$ cat config.mk
export PLATFORM = sky130hd
export DESIGN_NAME = hb_gate_sequencer
export DESIGN_NICKNAME = d
export VERILOG_FILES = /design/src/rtl/hb_seq_pkg.sv /design/src/rtl/hb_dead_fsm.sv /design/src/rtl/hb_turnon_shaper.sv /design/src/rtl/hb_clamp_timer.sv /design/src/rtl/hb_gate_sequencer.sv
export SDC_FILE = /design/constraint.sdc
export NUM_CORES = 1
export LEC_CHECK = 0
export ABC_AREA = 0
export BUFFER_PORTS_ARGS = -buffer_cell sky130_fd_sc_hd__buf_2
export CAP_MARGIN = 20
export CELL_PAD_IN_SITES_DETAIL_PLACEMENT = 0
export CELL_PAD_IN_SITES_GLOBAL_PLACEMENT = 1
export CORE_ASPECT_RATIO = 1.2
export CORE_MARGIN = 2
export CORE_UTILIZATION = 30
export DETAILED_ROUTE_END_ITERATION = 8
export GPL_ROUTABILITY_DRIVEN = 0
export GPL_TIMING_DRIVEN = 0
export PLACE_DENSITY = 0.66
export SLEW_MARGIN = 20
export SYNTH_ARGS = -nofsm -noshare
export SYNTH_HDL_FRONTEND = slang
export SYNTH_SLANG_ARGS = --single-unit
export TNS_END_PERCENT = 50
$ cat constraint.sdc
create_clock -name clk -period 2.5 [get_ports clk]
set_input_delay 0.375 -clock clk [delete_from_list [all_inputs] [get_ports clk]]
set_output_delay 0.375 -clock clk [all_outputs]
set_load 0.02 [all_outputs]
$ cat src/rtl/hb_seq_pkg.sv
package hb_seq_pkg;

    typedef enum logic [1:0] {
        PH_WAIT = 2'd0,
        PH_DEAD = 2'd1,
        PH_ON   = 2'd2
    } phase_e;

    localparam logic [2:0] RG_0P5 = 3'd0;
    localparam logic [2:0] RG_1   = 3'd1;
    localparam logic [2:0] RG_2   = 3'd2;
    localparam logic [2:0] RG_4   = 3'd3;
    localparam logic [2:0] RG_8   = 3'd4;
    localparam logic [2:0] RG_10  = 3'd5;

    // Resistance code for a given step index of the turn-on staircase.
    function automatic logic [2:0] step_code(input logic [2:0] idx);
        case (idx)
            3'd0:    step_code = RG_8;
            3'd1:    step_code = RG_4;
            3'd2:    step_code = RG_2;
            3'd3:    step_code = RG_1;
            default: step_code = RG_0P5;
        endcase
    endfunction

endpackage

$ cat src/rtl/hb_dead_fsm.sv
module hb_dead_fsm
    import hb_seq_pkg::*;
#(
    parameter int DEAD_CYC = 44,
    parameter int CNT_W    = 8
) (
    input  logic clk,
    input  logic rst_n,
    input  logic pwm,
    input  logic fault,
    output logic hs_d,
    output logic ls_d,
    output logic hs_q,
    output logic ls_q
);
    localparam logic [CNT_W-1:0] DEAD_LAST = CNT_W'(DEAD_CYC - 1);

    typedef struct packed {
        phase_e           phase;
        logic             tgt_hs;
        logic [CNT_W-1:0] tmr;
        logic             hs;
        logic             ls;
    } fsm_t;

    fsm_t st_d, st_q;

    always_comb begin
        st_d = st_q;
        if (fault) begin
            st_d.phase  = PH_WAIT;
            st_d.tgt_hs = 1'b0;
            st_d.tmr    = '0;
        end else begin
            case (st_q.phase)
                PH_WAIT: begin
                    if (!pwm) begin
                        st_d.phase  = PH_DEAD;
                        st_d.tgt_hs = 1'b0;
                        st_d.tmr    = '0;
                    end
                end
                PH_DEAD: begin
                    if (pwm != st_q.tgt_hs) begin
                        st_d.tgt_hs = pwm;
                        st_d.tmr    = '0;
                    end else if (st_q.tmr == DEAD_LAST) begin
                        st_d.phase = PH_ON;
                        st_d.tmr   = '0;
                    end else begin
                        st_d.tmr = st_q.tmr + 1'b1;
                    end
                end
                PH_ON: begin
                    if (pwm != st_q.tgt_hs) begin
                        st_d.phase  = PH_DEAD;
                        st_d.tgt_hs = pwm;
                        st_d.tmr    = '0;
                    end
                end
                default: begin
                    st_d.phase = PH_WAIT;
                    st_d.tmr   = '0;
                end
            endcase
        end
        st_d.hs = (st_d.phase == PH_ON) &&  st_d.tgt_hs;
        st_d.ls = (st_d.phase == PH_ON) && !st_d.tgt_hs;
    end

    always_ff @(posedge clk or negedge rst_n) begin
        if (!rst_n) st_q <= '0;
        else        st_q <= st_d;
    end

    assign hs_d = st_d.hs;
    assign ls_d = st_d.ls;
    assign hs_q = st_q.hs;
    assign ls_q = st_q.ls;

endmodule

$ cat src/rtl/hb_turnon_shaper.sv
module hb_turnon_shaper
    import hb_seq_pkg::*;
#(
    parameter int BOOST_CYC = 10,
    parameter int STEP_CYC  = 5,
    parameter int NUM_STEPS = 4,
    parameter int CNT_W     = 8
) (
    input  logic       clk,
    input  logic       rst_n,
    input  logic       on_d,
    input  logic       hiz,
    output logic       boost_q,
    output logic [2:0] rcode_q
);
    localparam logic [CNT_W-1:0] BOOST_LIM = CNT_W'(BOOST_CYC);
    localparam logic [CNT_W-1:0] STEP_LAST = CNT_W'(STEP_CYC - 1);
    localparam logic [2:0]       IDX_END   = 3'(NUM_STEPS);

    typedef struct packed {
        logic             active;
        logic [CNT_W-1:0] tmr;
        logic [2:0]       sidx;
        logic [CNT_W-1:0] stmr;
        logic             boost;
        logic [2:0]       rcode;
    } shp_t;

    shp_t sh_d, sh_q;

    always_comb begin
        sh_d = sh_q;
        if (!on_d) begin
            sh_d.active = 1'b0;
            sh_d.tmr    = '0;
            sh_d.sidx   = '0;
            sh_d.stmr   = '0;
        end else if (!sh_q.active) begin
            sh_d.active = 1'b1;
            sh_d.tmr    = '0;
            sh_d.sidx   = '0;
            sh_d.stmr   = '0;
        end else begin
            if (sh_q.tmr != '1) sh_d.tmr = sh_q.tmr + 1'b1;
            if (sh_q.sidx != IDX_END) begin
                if (sh_q.stmr == STEP_LAST) begin
                    sh_d.stmr = '0;
                    sh_d.sidx = sh_q.sidx + 1'b1;
                end else begin
                    sh_d.stmr = sh_q.stmr + 1'b1;
                end
            end
        end
        sh_d.boost = on_d && (sh_d.tmr < BOOST_LIM);
        if (hiz)       sh_d.rcode = RG_4;
        else if (on_d) sh_d.rcode = step_code(sh_d.sidx);
        else           sh_d.rcode = RG_0P5;
    end

    always_ff @(posedge clk or negedge rst_n) begin
        if (!rst_n) sh_q <= '0;
        else        sh_q <= sh_d;
    end

    assign boost_q = sh_q.boost;
    assign rcode_q = sh_q.rcode;

endmodule

$ cat src/rtl/hb_clamp_timer.sv
module hb_clamp_timer #(
    parameter int CLAMP_CYC = 8,
    parameter int CNT_W     = 8
) (
    input  logic clk,
    input  logic rst_n,
    input  logic gate_d,
    output logic clamp_q
);
    localparam logic [CNT_W-1:0] FIRE = CNT_W'(CLAMP_CYC + 1);

    typedef struct packed {
        logic [CNT_W-1:0] cnt;
        logic             clamp;
    } clp_t;

    clp_t cl_d, cl_q;

    always_comb begin
        cl_d = cl_q;
        if (gate_d)              cl_d.cnt = '0;
        else if (cl_q.cnt != FIRE) cl_d.cnt = cl_q.cnt + 1'b1;
        cl_d.clamp = !gate_d && (cl_d.cnt == FIRE);
    end

    always_ff @(posedge clk or negedge rst_n) begin
        if (!rst_n) cl_q <= '0;
        else        cl_q <= cl_d;
    end

    assign clamp_q = cl_q.clamp;

endmodule

$ cat src/rtl/hb_gate_sequencer.sv
module hb_gate_sequencer
    import hb_seq_pkg::*;
#(
    parameter int DEAD_CYC  = 44,
    parameter int BOOST_CYC = 10,
    parameter int STEP_CYC  = 5,
    parameter int CLAMP_CYC = 8,
    parameter int CNT_W     = 8
) (
    input  logic       clk,
    input  logic       rst_n,
    input  logic       pwm_in,
    input  logic       fault_force,
    input  logic       hiz_mode,
    output logic       hs_gate,
    output logic       ls_gate,
    output logic       hs_boost,
    output logic       ls_boost,
    output logic [2:0] rgate_code,
    output logic       hs_clamp,
    output logic       ls_clamp
);
    localparam int NUM_SIDES = 2;   // index 0 = low side, 1 = high side
    localparam int NUM_STEPS = 4;

    logic [NUM_SIDES-1:0] gate_d;
    logic [NUM_SIDES-1:0] gate_q;
    logic [NUM_SIDES-1:0] clamp_q;
    logic                 boost_q;

    hb_dead_fsm #(
        .DEAD_CYC (DEAD_CYC),
        .CNT_W    (CNT_W)
    ) u_fsm (
        .clk   (clk),
        .rst_n (rst_n),
        .pwm   (pwm_in),
        .fault (fault_force),
        .hs_d  (gate_d[1]),
        .ls_d  (gate_d[0]),
        .hs_q  (gate_q[1]),
        .ls_q  (gate_q[0])
    );

    hb_turnon_shaper #(
        .BOOST_CYC (BOOST_CYC),
        .STEP_CYC  (STEP_CYC),
        .NUM_STEPS (NUM_STEPS),
        .CNT_W     (CNT_W)
    ) u_shaper (
        .clk     (clk),
        .rst_n   (rst_n),
        .on_d    (|gate_d),
        .hiz     (hiz_mode),
        .boost_q (boost_q),
        .rcode_q (rgate_code)
    );

    for (genvar g = 0; g < NUM_SIDES; g++) begin : g_clamp
        hb_clamp_timer #(
            .CLAMP_CYC (CLAMP_CYC),
            .CNT_W     (CNT_W)
        ) u_clamp (
            .clk     (clk),
            .rst_n   (rst_n),
            .gate_d  (gate_d[g]),
            .clamp_q (clamp_q[g])
        );
    end

    assign hs_gate  = gate_q[1];
    assign ls_gate  = gate_q[0];
    assign hs_boost = boost_q & gate_q[1];
    assign ls_boost = boost_q & gate_q[0];
    assign hs_clamp = clamp_q[1];
    assign ls_clamp = clamp_q[0];

endmodule

== Word level (Yosys, flattened, before mapping) ==
Index checks and enable logic that the tools add are counted.

* Register bits: 55
* Input port bits: 5
* Output and inout bits: 9
* Logic and storage cells: 78

* Add/sub/neg operators: 6
* Magnitude comparators: 1
* Equal/unequal tests: 18
* Muxes and demuxes: 24
* Bitwise logic cells: 2
* Reductions and logical operators: 12

{| class="wikitable"
|+ Operators by type and width
! kind !! number
|-
| 2-to-1 mux 8 bit || 8
|-
| 2-to-1 mux 11 bit || 4
|-
| adder 8 x 1 -> 8 bit, second input constant || 5
|-
| one-hot mux 8 bit (3 select lines) || 1
|-
| 2-to-1 mux 20 bit || 1
|-
| 2-to-1 mux 19 bit || 1
|-
| equality test 8 x 4 -> 1 bit, second input constant || 2
|-
| inequality test 8 x 4 -> 1 bit, second input constant || 2
|-
| one-hot mux 3 bit (4 select lines) || 1
|-
| 2-to-1 mux 3 bit || 3
|-
| inequality test 3 bit, second input constant || 3
|-
| equality test 8 x 3 -> 1 bit, second input constant || 1
|-
| equality test 8 x 6 -> 1 bit, second input constant || 1
|-
| < comparator 8 x 4 -> 1 bit, second input constant || 1
|-
| inequality test 8 bit, second input constant || 1
|-
| equality test 3 x 2 -> 1 bit, second input constant || 2
|-
| one-hot mux 2 bit (3 select lines) || 1
|-
| logical AND 1 bit || 5
|-
| equality test 2 bit, second input constant || 2
|-
| 2-to-1 mux 2 bit || 2
|-
| adder 3 x 1 -> 3 bit, second input constant || 1
|-
| equality test 3 x 1 -> 1 bit, second input constant || 1
|-
| zero test 1 bit || 3
|-
| zero test 3 bit || 1
|-
| other kinds (9) || 10
|}

== Logic depth before layout (Yosys ltp) ==
* Depth in word-level cells: 13
* Depth in mapped cells: 8
* Mapped depth without buffers: 8

== By module ==
A second synthesis with hierarchy kept.

* Cell total of the unflattened synthesis: 317
* Area total of the unflattened synthesis: 3,144.3 µm²

{| class="wikitable"
|+ By module, submodules not included
! module !! times used !! cells each !! area an instance (µm²) !! sequential area each (µm²)
|-
| hb_turnon_shaper || 1 || 136 || 1,318.8 || 600.6
|-
| hb_clamp_timer || 2 || 53 || 540.5 || 225.2
|-
| hb_dead_fsm || 1 || 72 || 725.7 || 325.3
|-
| hb_gate_sequencer || 1 || 3 || 18.8 || 0.0
|}

== Least setup slack after synthesis ==
Ideal clock, no wire load.

* Path type: input to register
* Start: input pwm_in
* End: register u_shaper.sh_q[14] in the netlist's numbering
* Library setup time: 0.128 ns
* Arrival: 1.910 ns
* Required time: 2.372 ns
* Setup slack: 0.462 ns
* Stages on the path: 7
* Path buffers: 1
* Path through: ha_1 and4bb_2 a31oi_1 inv_1 nand2_1 buf_2 nor2_1

{| class="wikitable"
|+ RTL lines
! what !! RTL line !! source
|-
| from (decl) || hb_gate_sequencer.sv:12 || <nowiki>input logic pwm_in,</nowiki>
|-
| to (signal assigned) || hb_turnon_shaper.sv:61 || <nowiki>if (!rst_n) sh_q <= '0;</nowiki>
|-
| to (signal assigned) || hb_turnon_shaper.sv:62 || <nowiki>else sh_q <= sh_d;</nowiki>
|-
| to (decl) || hb_turnon_shaper.sv:29 || <nowiki>shp_t sh_d, sh_q;</nowiki>
|}

==> impl_metrics.csv <==
group,metric,value,unit
finish,drive_gt1_share,10.27,%
clock_tree,path_clk_slew,70,ps
pwr,p_leak,0.001437,uW
clock_tree,numCtsBuffers,5,
floorplanning,start_util,31.10,%
floorplanning,die_h,113.1,um
global_routing,grt_pass1_vias,2302,
sta,whs,139.4,ps
clock_tree,clkLatencyLatePin,290,ps
detailed_routing,vias_per_cell,4.993,
pwr,vdd_drop_max,0.2653,mV
detailed_routing,first_iter_violations,88,
finish,finalNetCount,347,
place,dp_hpwl,3.981,mm
outcome,status,"completed",
yosys,synth_top_flop_cell,"dfrtp_1",
sta,worstMarginPinSlew,886.2,ps
critical_path,worstPathRequired,2660,ps
yosys,synth_cell_types,50,
sta,min_period_over_period,90.78,%
clock_tree,clockBufferDepth,2,
global_routing,overflow,0,
finish,fin_area,3371,um2
global_routing,antenna_found_initial,0,
global_routing,grt_pass1_wl,10.45,mm
floorplanning,fp.dieW,94.89,um
global_routing,grt_usage,11.82,%
global_routing,grt_max_degree,56,
critical_path,path_cells,"inv_1 > ha_1 > and4bb_2 > a31oi_4 > inv_1 > nand2_1 > buf_2 > nor2_1",
place,numPortBuffers,13,
yosys,async_flop_share,100.0,%
floorplanning,rows,39,
detailed_routing,route.vias.total,2267,
min_path,min_path_type,"in2async",
detailed_routing,detail_route.first_pass.iterations,4,
sta,setup_viol,0,
finish,num-fill-cells,1010,
detailed_routing,ant_nets,0,
yosys,synth_cells,310,
yosys,ys_ff_latch,55,
critical_path,crit_family,"simple AND/OR/NAND/NOR gates",
sta,hold_viol_final,0,
detailed_routing,routed_wl,5.740,mm
floorplanning,dieArea,10730,um2
floorplanning,ios,14,
sta,drv_slew,0,
clock_tree,cts-root-buf,"clkbuf_16",
finish,utilization,35.24,%
floorplanning,core,9564,um2
clock_tree,postCtsSetupRepairBufs,0,
yosys,yosysWarnings,0,
yosys,synth-edff-count,0,
critical_path,critPathMostFrequentCell,"inv_1",
yosys,syn-num-nets,327,
job,cap_violations,0,
critical_path,path_class,"reg2reg",
clock_tree,clock-sinks,55,
yosys,ys_seq_area_share,46.28,%
pwr,fin_total_pwr,1686,uW
clock_tree,cts_tree,"done",
finish,area_growth_syn_to_layout,13.34,%
sta,fin_worst_skew,10.01,ps
clock_tree,htree_levels,2,
finish,n_antenna_cell,0,
critical_path,endpoint_kind,"flip-flop",
critical_path,path_buf_inv,3,
yosys,postSynthAreaPerCell,9.594,um2
detailed_routing,drc,0,
critical_path,path_max_fanout,10,
place,place_area,3196,um2
sta,clock.fmax,440.6,MHz
yosys,netlist_area,2974,um2
critical_path,worst_path_max_delay_cell,"dfrtp_1",
critical_path,critPathLaunchType,"flip-flop",
pwr,powerDensity,500.2,nW/um2
sta,slew_headroom,40.56,%
critical_path,slowest_delay,370,ps
sta,fin_crit,2270,ps
critical_path,arrival,2430,ps
detailed_routing,wl_per_cell,12.64,um
sta,rsz0062_at_grt,"false",
-- logic make-up after synthesis --
group           share of synthesized area, %
fa+ha+maj                              5.385
flops                                  46.28
mux                                    1.346
xor+xnor                               7.068
simple gates                           24.61
compound gates                         11.86
buf+inv                                3.449
-- cell usage after synthesis, types with 5 or more instances --
cell / instances / area [um2]
xor2_1: 11 / 96.34
a21oi_1: 10 / 50.05
and2_1: 5 / 31.28
nand2_1: 23 / 86.33
inv_1: 15 / 56.30
clkbuf_1: 5 / 18.77
nand3_1: 13 / 65.06
dfrtp_1: 55 / 1376
nand4_1: 8 / 50.05
o21ai_0: 19 / 95.09
nor2_1: 41 / 153.9
nor3_1: 6 / 30.03
and3_1: 7 / 43.79
ha_1: 12 / 150.1
xnor2_1: 13 / 113.9
a31oi_1: 6 / 37.54
-- placed cells by master (no fill, tap or decap), types with 6 or more instances in the layout --
| cell type | count |
|---|---|
| a21oi_1 | 10 |
| and3_1 | 7 |
| buf_2 | 13 |
| dfrtp_1 | 55 |
| ha_1 | 12 |
| inv_1 | 15 |
| nand2_1 | 23 |
| nand3_1 | 13 |
| nand4_1 | 8 |
| nor2_1 | 41 |
| nor3_1 | 6 |
| o21ai_0 | 18 |
| xnor2_1 | 13 |
| xor2_1 | 11 |
-- power by group --
group	leakage (uW)	internal [uW]	switching [uW]	total (uW)
registers	0.000716	894	4.20	898
clock network	0.0000761	427	313	739
logic	0.000645	14.5	34.4	48.9
total	0.00144	1330	351	1690
-- cell type report --
type / count / area, um2 / area share, %
flip-flops and latches: 55 / 1376 / 40.83
plain buffers: 9 / 46.29 / 1.373
well taps: 123 / 153.9 / 4.566
clock buffers: 7 / 152.6 / 4.529
repair buffers: 13 / 67.56 / 2.004
clock inverters: 1 / 7.507 / 0.2227
inverters: 15 / 56.30 / 1.670
multi-input cells: 231 / 1510 / 44.80
-- per-layer routing --
metal | share of wire [%] | vias up | track usage, %
li1 | - | 1134 | -
met1 | 48 | 1108 | 15.20
met5 | 0 | - | 0
met2 | 48 | 17 | 19.95
met3 | 2.2 | 8 | 2.397
met4 | 1.2 | 0 | 3.478
-- per-stage QoR --
stage / cells / setup slack [ps] / setup TNS, ps
2_1_floorplan: 310 / 462.0 / 0
3_5_place_dp: 446 / -295.8 / -3594
3_3_place_gp: 446 / -276.4 / -3324
6_report: 454 / 230.5 / 0
5_1_grt: 454 / 31.55 / 0
4_1_cts: 454 / 17.27 / 0
-- final timing paths --
check	start	to	slack [ps]	cells past startpoint
min in group clk	hiz_mode	u_shaper.rcode_q[2]	280	2
max	u_fsm.st_q[10]	u_shaper.sh_q[14]	230	8
min	rst_n	u_shaper.sh_q[9]	140	1
max in group asynchronous	rst_n	u_shaper.sh_q[21]	1890	1
max reg2reg	u_fsm.st_q[10]	u_shaper.sh_q[14]	230	8
min reg2reg	u_fsm.st_q[9]	u_fsm.st_q[9]	490	1
-- state kept, by name (all words and copies together), names as in the netlist --
| register | cells |
|---|---|
| g_clamp.u_clamp.clamp_q | 2 |
| u_shaper.rcode_q | 3 |
| u_fsm.st_q | 11 |
| u_shaper.boost_q | 1 |
| g_clamp.u_clamp.cl_q | 16 |
| u_fsm.hs_q | 1 |
| u_fsm.ls_q | 1 |
| u_shaper.sh_q | 20 |
-- repair_timing --
item | 4_1_cts | 5_1_grt
setup endpoints to repair | 15 | 12
pin swaps | 0 | 0
hold buffers | 0 | 0
resized for setup | 1 | 2
hold endpoints to repair | 0 | 0
Power figures use the tool's default switching activity.
